File: src/rtl/dio_bank_pkg.sv
package dio_bank_pkg;
  localparam int unsigned ADDR_W   = 4;
  localparam int unsigned PORT_W   = 8;
  localparam int unsigned LINES    = 3 * PORT_W;
  localparam logic [ADDR_W-1:0] OFF_CTRL = 4'h8;
  localparam logic [ADDR_W-1:0] OFF_PA   = 4'hC;
  localparam logic [ADDR_W-1:0] OFF_PB   = 4'hD;
  localparam logic [ADDR_W-1:0] OFF_PC   = 4'hE;
  localparam logic [ADDR_W-1:0] OFF_CFG  = 4'hF;
  localparam logic [7:0] CFG_RST = 8'h9B;
  localparam int unsigned BIT_EN   = 7;
  localparam int unsigned BIT_DA   = 4;
  localparam int unsigned BIT_DB   = 1;
  localparam int unsigned BIT_DCL  = 0;
  localparam int unsigned BIT_DCH  = 3;

  typedef struct packed {
    logic [PORT_W-1:0] c;
    logic [PORT_W-1:0] b;
    logic [PORT_W-1:0] a;
  } port_lat_t;

  // direction bit that governs a line
  function automatic int unsigned dir_bit(int unsigned line);
    if (line < PORT_W)                 return BIT_DA;
    else if (line < 2 * PORT_W)        return BIT_DB;
    else if (line < 2 * PORT_W + PORT_W / 2) return BIT_DCL;
    else                               return BIT_DCH;
  endfunction
endpackage

File: src/rtl/dio_sync.sv
module dio_sync #(
  parameter int unsigned W = 24
) (
  input  logic         clk_i,
  input  logic         rst_ni,
  input  logic [W-1:0] d_i,
  output logic [W-1:0] q_o
);
  logic [W-1:0] s1_q, s2_q;

  always_ff @(posedge clk_i or negedge rst_ni) begin
    if (!rst_ni) begin
      s1_q <= '0;
      s2_q <= '0;
    end else begin
      s1_q <= d_i;
      s2_q <= s1_q;
    end
  end

  assign q_o = s2_q;

  logic [1:0] warm_q;
  always_ff @(posedge clk_i or negedge rst_ni) begin
    if (!rst_ni)              warm_q <= '0;
    else if (warm_q != 2'd3)  warm_q <= warm_q + 2'd1;
  end

  p_sync_latency_r6: assert property (@(posedge clk_i) disable iff (!rst_ni)
    (warm_q == 2'd3) |-> (q_o == $past(d_i, 2)));
endmodule

File: src/rtl/dio_regs.sv
module dio_regs
  import dio_bank_pkg::*;
(
  input  logic              clk_i,
  input  logic              rst_ni,
  input  logic [ADDR_W-1:0] addr_i,
  input  logic              wr_en_i,
  input  logic [7:0]        wdata_i,
  output logic              page_dio_o,
  output logic [7:0]        cfg_o,
  output port_lat_t         lat_o
);
  logic      page_q;
  logic [7:0] cfg_q;
  port_lat_t lat_q;

  always_ff @(posedge clk_i or negedge rst_ni) begin
    if (!rst_ni) begin
      page_q <= 1'b0;
      cfg_q  <= CFG_RST;
      lat_q  <= '0;
    end else if (wr_en_i) begin
      if (addr_i == OFF_CTRL) page_q <= wdata_i[0];
      else if (page_q) begin
        case (addr_i)
          OFF_PA:  lat_q.a <= wdata_i;
          OFF_PB:  lat_q.b <= wdata_i;
          OFF_PC:  lat_q.c <= wdata_i;
          OFF_CFG: cfg_q   <= wdata_i;
          default: ;
        endcase
      end
    end
  end

  assign page_dio_o = page_q;
  assign cfg_o      = cfg_q;
  assign lat_o      = lat_q;

  p_idle_hold_r3: assert property (@(posedge clk_i) disable iff (!rst_ni)
    !wr_en_i |=> ($stable(cfg_q) && $stable(lat_q) && $stable(page_q)));

  p_ctr_page_block_r7: assert property (@(posedge clk_i) disable iff (!rst_ni)
    (!page_q && addr_i >= OFF_PA) |=> ($stable(cfg_q) && $stable(lat_q)));
endmodule

File: src/rtl/dio_pin_drive.sv
module dio_pin_drive
  import dio_bank_pkg::*;
(
  input  logic [7:0]       cfg_i,
  input  port_lat_t        lat_i,
  output logic [LINES-1:0] pin_o,
  output logic [LINES-1:0] pin_oe_o
);
  assign pin_o = lat_i;

  for (genvar i = 0; i < LINES; i++) begin : g_line
    localparam int unsigned DB = dir_bit(i);
    assign pin_oe_o[i] = cfg_i[BIT_EN] & ~cfg_i[DB];
  end
endmodule

File: src/rtl/dio_bank_port.sv
module dio_bank_port
  import dio_bank_pkg::*;
(
  input  logic         clk_i,
  input  logic         rst_ni,
  input  logic [3:0]   addr_i,
  input  logic         wr_en_i,
  input  logic [7:0]   wdata_i,
  output logic [7:0]   rdata_o,
  input  logic [23:0]  pin_i,
  output logic [23:0]  pin_o,
  output logic [23:0]  pin_oe_o
);
  logic             page_dio;
  logic [7:0]       cfg;
  port_lat_t        lat;
  logic [LINES-1:0] pin_sync;

  dio_regs u_regs (
    .clk_i, .rst_ni, .addr_i, .wr_en_i, .wdata_i,
    .page_dio_o (page_dio),
    .cfg_o      (cfg),
    .lat_o      (lat)
  );

  dio_sync #(.W(LINES)) u_sync (
    .clk_i, .rst_ni,
    .d_i (pin_i),
    .q_o (pin_sync)
  );

  dio_pin_drive u_drive (
    .cfg_i    (cfg),
    .lat_i    (lat),
    .pin_o    (pin_o),
    .pin_oe_o (pin_oe_o)
  );

  always_comb begin
    rdata_o = '0;
    if (addr_i == OFF_CTRL) rdata_o = {7'b0, page_dio};
    else if (page_dio) begin
      case (addr_i)
        OFF_PA:  rdata_o = pin_sync[PORT_W-1:0];
        OFF_PB:  rdata_o = pin_sync[2*PORT_W-1:PORT_W];
        OFF_PC:  rdata_o = pin_sync[3*PORT_W-1:2*PORT_W];
        OFF_CFG: rdata_o = cfg;
        default: rdata_o = '0;
      endcase
    end
  end

  p_oe_needs_en_r4: assert property (@(posedge clk_i) disable iff (!rst_ni)
    !cfg[BIT_EN] |-> (pin_oe_o == '0));

  p_grp_uniform_r8: assert property (@(posedge clk_i) disable iff (!rst_ni)
    ((pin_oe_o[7:0] == 8'h00 || pin_oe_o[7:0] == 8'hFF) &&
     (pin_oe_o[15:8] == 8'h00 || pin_oe_o[15:8] == 8'hFF) &&
     (pin_oe_o[19:16] == 4'h0 || pin_oe_o[19:16] == 4'hF) &&
     (pin_oe_o[23:20] == 4'h0 || pin_oe_o[23:20] == 4'hF)));
endmodule

File: config.mk
export PLATFORM = sky130hd
export DESIGN_NAME = dio_bank_port
export DESIGN_NICKNAME = d
export VERILOG_FILES = /design/src/rtl/dio_bank_pkg.sv /design/src/rtl/dio_sync.sv /design/src/rtl/dio_regs.sv /design/src/rtl/dio_pin_drive.sv /design/src/rtl/dio_bank_port.sv
export SDC_FILE = /design/constraint.sdc
export NUM_CORES = 1
export LEC_CHECK = 0
export ABC_AREA = 1
export BUFFER_PORTS_ARGS = -buffer_cell sky130_fd_sc_hd__buf_2
export CAP_MARGIN = 20
export CORE_ASPECT_RATIO = 1.75
export CORE_MARGIN = 2
export CORE_UTILIZATION = 51
export CTS_BUF_LIST = sky130_fd_sc_hd__clkbuf_16
export DETAILED_ROUTE_END_ITERATION = 6
export PLACE_DENSITY = 0.79
export SYNTH_ARGS = -nofsm -noshare
export SYNTH_HDL_FRONTEND = slang
export SYNTH_SLANG_ARGS = --single-unit
File: constraint.sdc
create_clock -name clk_i -period 1.9 [get_ports clk_i]
set_clock_uncertainty 0.05 [all_clocks]
set_input_delay 0.475 -clock clk_i [delete_from_list [all_inputs] [get_ports clk_i]]
set_output_delay 0.475 -clock clk_i [all_outputs]
set_load 0.1 [all_outputs]
==> impl_metrics.toml <==
[logic_synthesis]
synth.top_cell.area_share_pct = 60.4
ys_ff_latch = 81
syn-num-nets = 339
ys_seq_area_share_pct = 64.5
synth_warnings = 0
ys_top_cells_by_count = "nand2_1 (107), dfrtp_1 (76), nand3_1 (33)"
synthArstFlopShare_pct = 100
synth.avg_cell_area_um2 = 10.5
yosysMostFrequentCell = "nand2_1"
synth-edff-count = 0
synth_area_leaders = "dfrtp_1 (60%), nand2_1 (13%), buf_4 (5.2%)"
yosysTopAreaCell = "dfrtp_1"
yosysUniqueCellTypes = 20
netlist_instances = 300
ys.flop_type = "dfrtp_1"
synthesis.area_mm2 = 0.00315

[outcome]
outcome = "complete, but fails checks"
violations = "negative setup slack"

[clock_tree]
cts_tree = "done"
numCtsBuffers = 9
cts-root-buf = "clkbuf_16"
clk_latency_ns = 0.35
cts_sinks = 81
clk_path_buf_depth = 2
clkTransAtPathRegs_ns = 0.07
htreeDepth = 3

[place]
port-buffer-count = 94
post-place-ws_ns = -0.115
gp_congestion = 0.830
place_hpwl_um = 5280
place_area_mm2 = 0.00428

[routing]
vias = 2785
routed_wl_um = 11300
ant_nets = 0
dr.pass1.iters = 5
drt_iter0_markers = 315
wl_per_cell_um = 22.8
drc = 0
viasPerCell = 5.59

[floorplanning]
fp.dieH_um = 108
pin_count = 95
dieArea_mm2 = 0.00685
die_w_um = 63.4
floorplan.initialDensity_pct = 53.2
core_area_mm2 = 0.00593
row_count = 37

[critical_path]
worstPathMaxFanout = 7
critPathKind = "primary input to output port"
worst_setup_path_start_kind = "primary input"
crit_required_ns = 1.37
end_kind = "output port"
cp.arrival_ns = 1.61

[final_layout]
final_nets = 454
utilization_pct = 88.2
antenna_cells = 0
drive_gt1_share_pct = 54.5
final_area_mm2 = 0.00523
area_growth_pct = 65.8

[global_routing]
grtUsageTotal_pct = 30.2
overflow = 0
first_global_vias = 2812
grt_max_degree = 57
grt_pass1_wl_um = 14900
antenna_found_initial = 0

[sta]
post-route-min-period_ns = 2.13
rsz0062_at_grt = "yes"
period_share_pct = 112
layout_setup_ws_ns = -0.233
finalHoldViolations = 0
worst_pin_slew_ns = 0.512
relSlewSlack_pct = 66.1
hold_slack_ns = 0.173
fmax_ghz = 0.469
setup_viol = 32
report.final.slew_viol_count = 0

[power_and_ir_drop]
peakVddDrop_mv = 1.23
power.density_mw_per_mm2 = 1430
leakagePower_nw = 2.61
finalPower_mw = 7.47

[min_path]
hp-class = "primary input to flop"

[job]
drv_cap = 0
-- where the power goes --
| part | switching, mW | total (mW) | leakage, nW | internal [mW] |
|---|---|---|---|---|
| Clock | 0.769 | 1.80 | 0.150 | 1.03 |
| Combinational | 2.62 | 3.56 | 1.49 | 0.944 |
| Sequential | 0.158 | 2.10 | 0.967 | 1.95 |
| Total | 3.54 | 7.47 | 2.61 | 3.92 |
-- final cells by class --
cell class                      instances  area (um2)
Clock inverter                          7        78.8
Sequential cell                        81        2030
Multi-Input combinational cell        185        1320
Clock buffer                            9         225
Tap cell                               78        97.6
Fill cell                             257         701
Inverter                               10        82.6
Timing Repair Buffer                  128        1390
-- state kept, by name, indices dropped and copies added (netlist names) --
| signal | flops |
|---|---|
| u_regs.cfg_o | 8 |
| u_sync.q_o | 24 |
| u_sync.s1_q | 24 |
| u_regs.lat_o | 24 |
| u_regs.page_dio_o | 1 |
-- layer usage --
layer  track usage [%]  part of all wire [%]  vias to the layer above
met1              30.4                    32                     1348
met4              20.7                   5.6                        0
li1                  -                     -                     1163
met5                 0                     0                        -
met3              7.91                   7.1                       64
met2              53.8                    55                      210
-- kinds of logic after synthesis --
logic type	after synthesis	synth area share, %
buf+inv	34	7.31
compound gates	10	1.59
simple gates	175	26.6
flops	81	64.5
-- worst max-delay path, cell delays in order --
cell and delay, ns:
buf_8 0.11, nand2_8 0.09, clkinv_8 0.08, nand2_4 0.11
inv_8 0.06, nand2_1 0.14, nand2_1 0.12, nor2_2 0.17
nor2_4 0.06, buf_12 0.17
-- stage by stage --
step	std cells	setup TNS, ns
global route	498	-7.20
floorplan	300	-5.48
CTS	493	-4.30
finish	498	-5.85
detailed placement	461	-0.665
global placement	461	-0.446
-- layout by cell type, fill, tap and decap left out, types with 5 or more instances in the layout --
cell type | netlist | layout
buf_12 | 0 | 40
o21ai_1 | 8 | 7
nand2_2 | 2 | 10
buf_2 | 0 | 57
nand2_1 | 107 | 79
nand3_1 | 33 | 20
clkbuf_16 | 0 | 9
buf_4 | 22 | 18
dfstp_2 | 5 | 5
nand3_2 | 1 | 9
nor2_4 | 2 | 21
nand2_4 | 2 | 21
buf_6 | 2 | 9
dfrtp_1 | 76 | 76
nand3_4 | 1 | 6
-- final timing paths --
check	startpoint	end	slack, ns	cells past startpoint
min in group asynchronous	rst_ni	u_sync.s1_q[20]$_DFF_PN0_	0.52	2
max in group asynchronous	rst_ni	u_regs.cfg_o[0]$_DFFE_PN1P_	0.61	3
worst min register to register	u_sync.s1_q[11]$_DFF_PN0_	u_sync.q_o[11]$_DFF_PN0_	0.30	0
worst max register to register	u_regs.page_dio_o$_DFFE_PN0P_	u_regs.lat_o[2]$_DFFE_PN0P_	0.60	6
worst max-delay path	addr_i[3]	rdata_o[5]	-0.23	10
worst min-delay path	pin_i[8]	u_sync.s1_q[8]$_DFF_PN0_	0.17	1
-- timing repair --
item | in CTS | in global routing
resized for setup | 55 | 63
cloned | 2 | 0
pin swaps | 24 | 37
endpoints found under the setup margin | 32 | 32
hold endpoints to repair | 25 | 0
hold buffers | 1 | 0
buffers inserted | 13 | 6
Note: power is estimated with default switching activity, not from simulation.
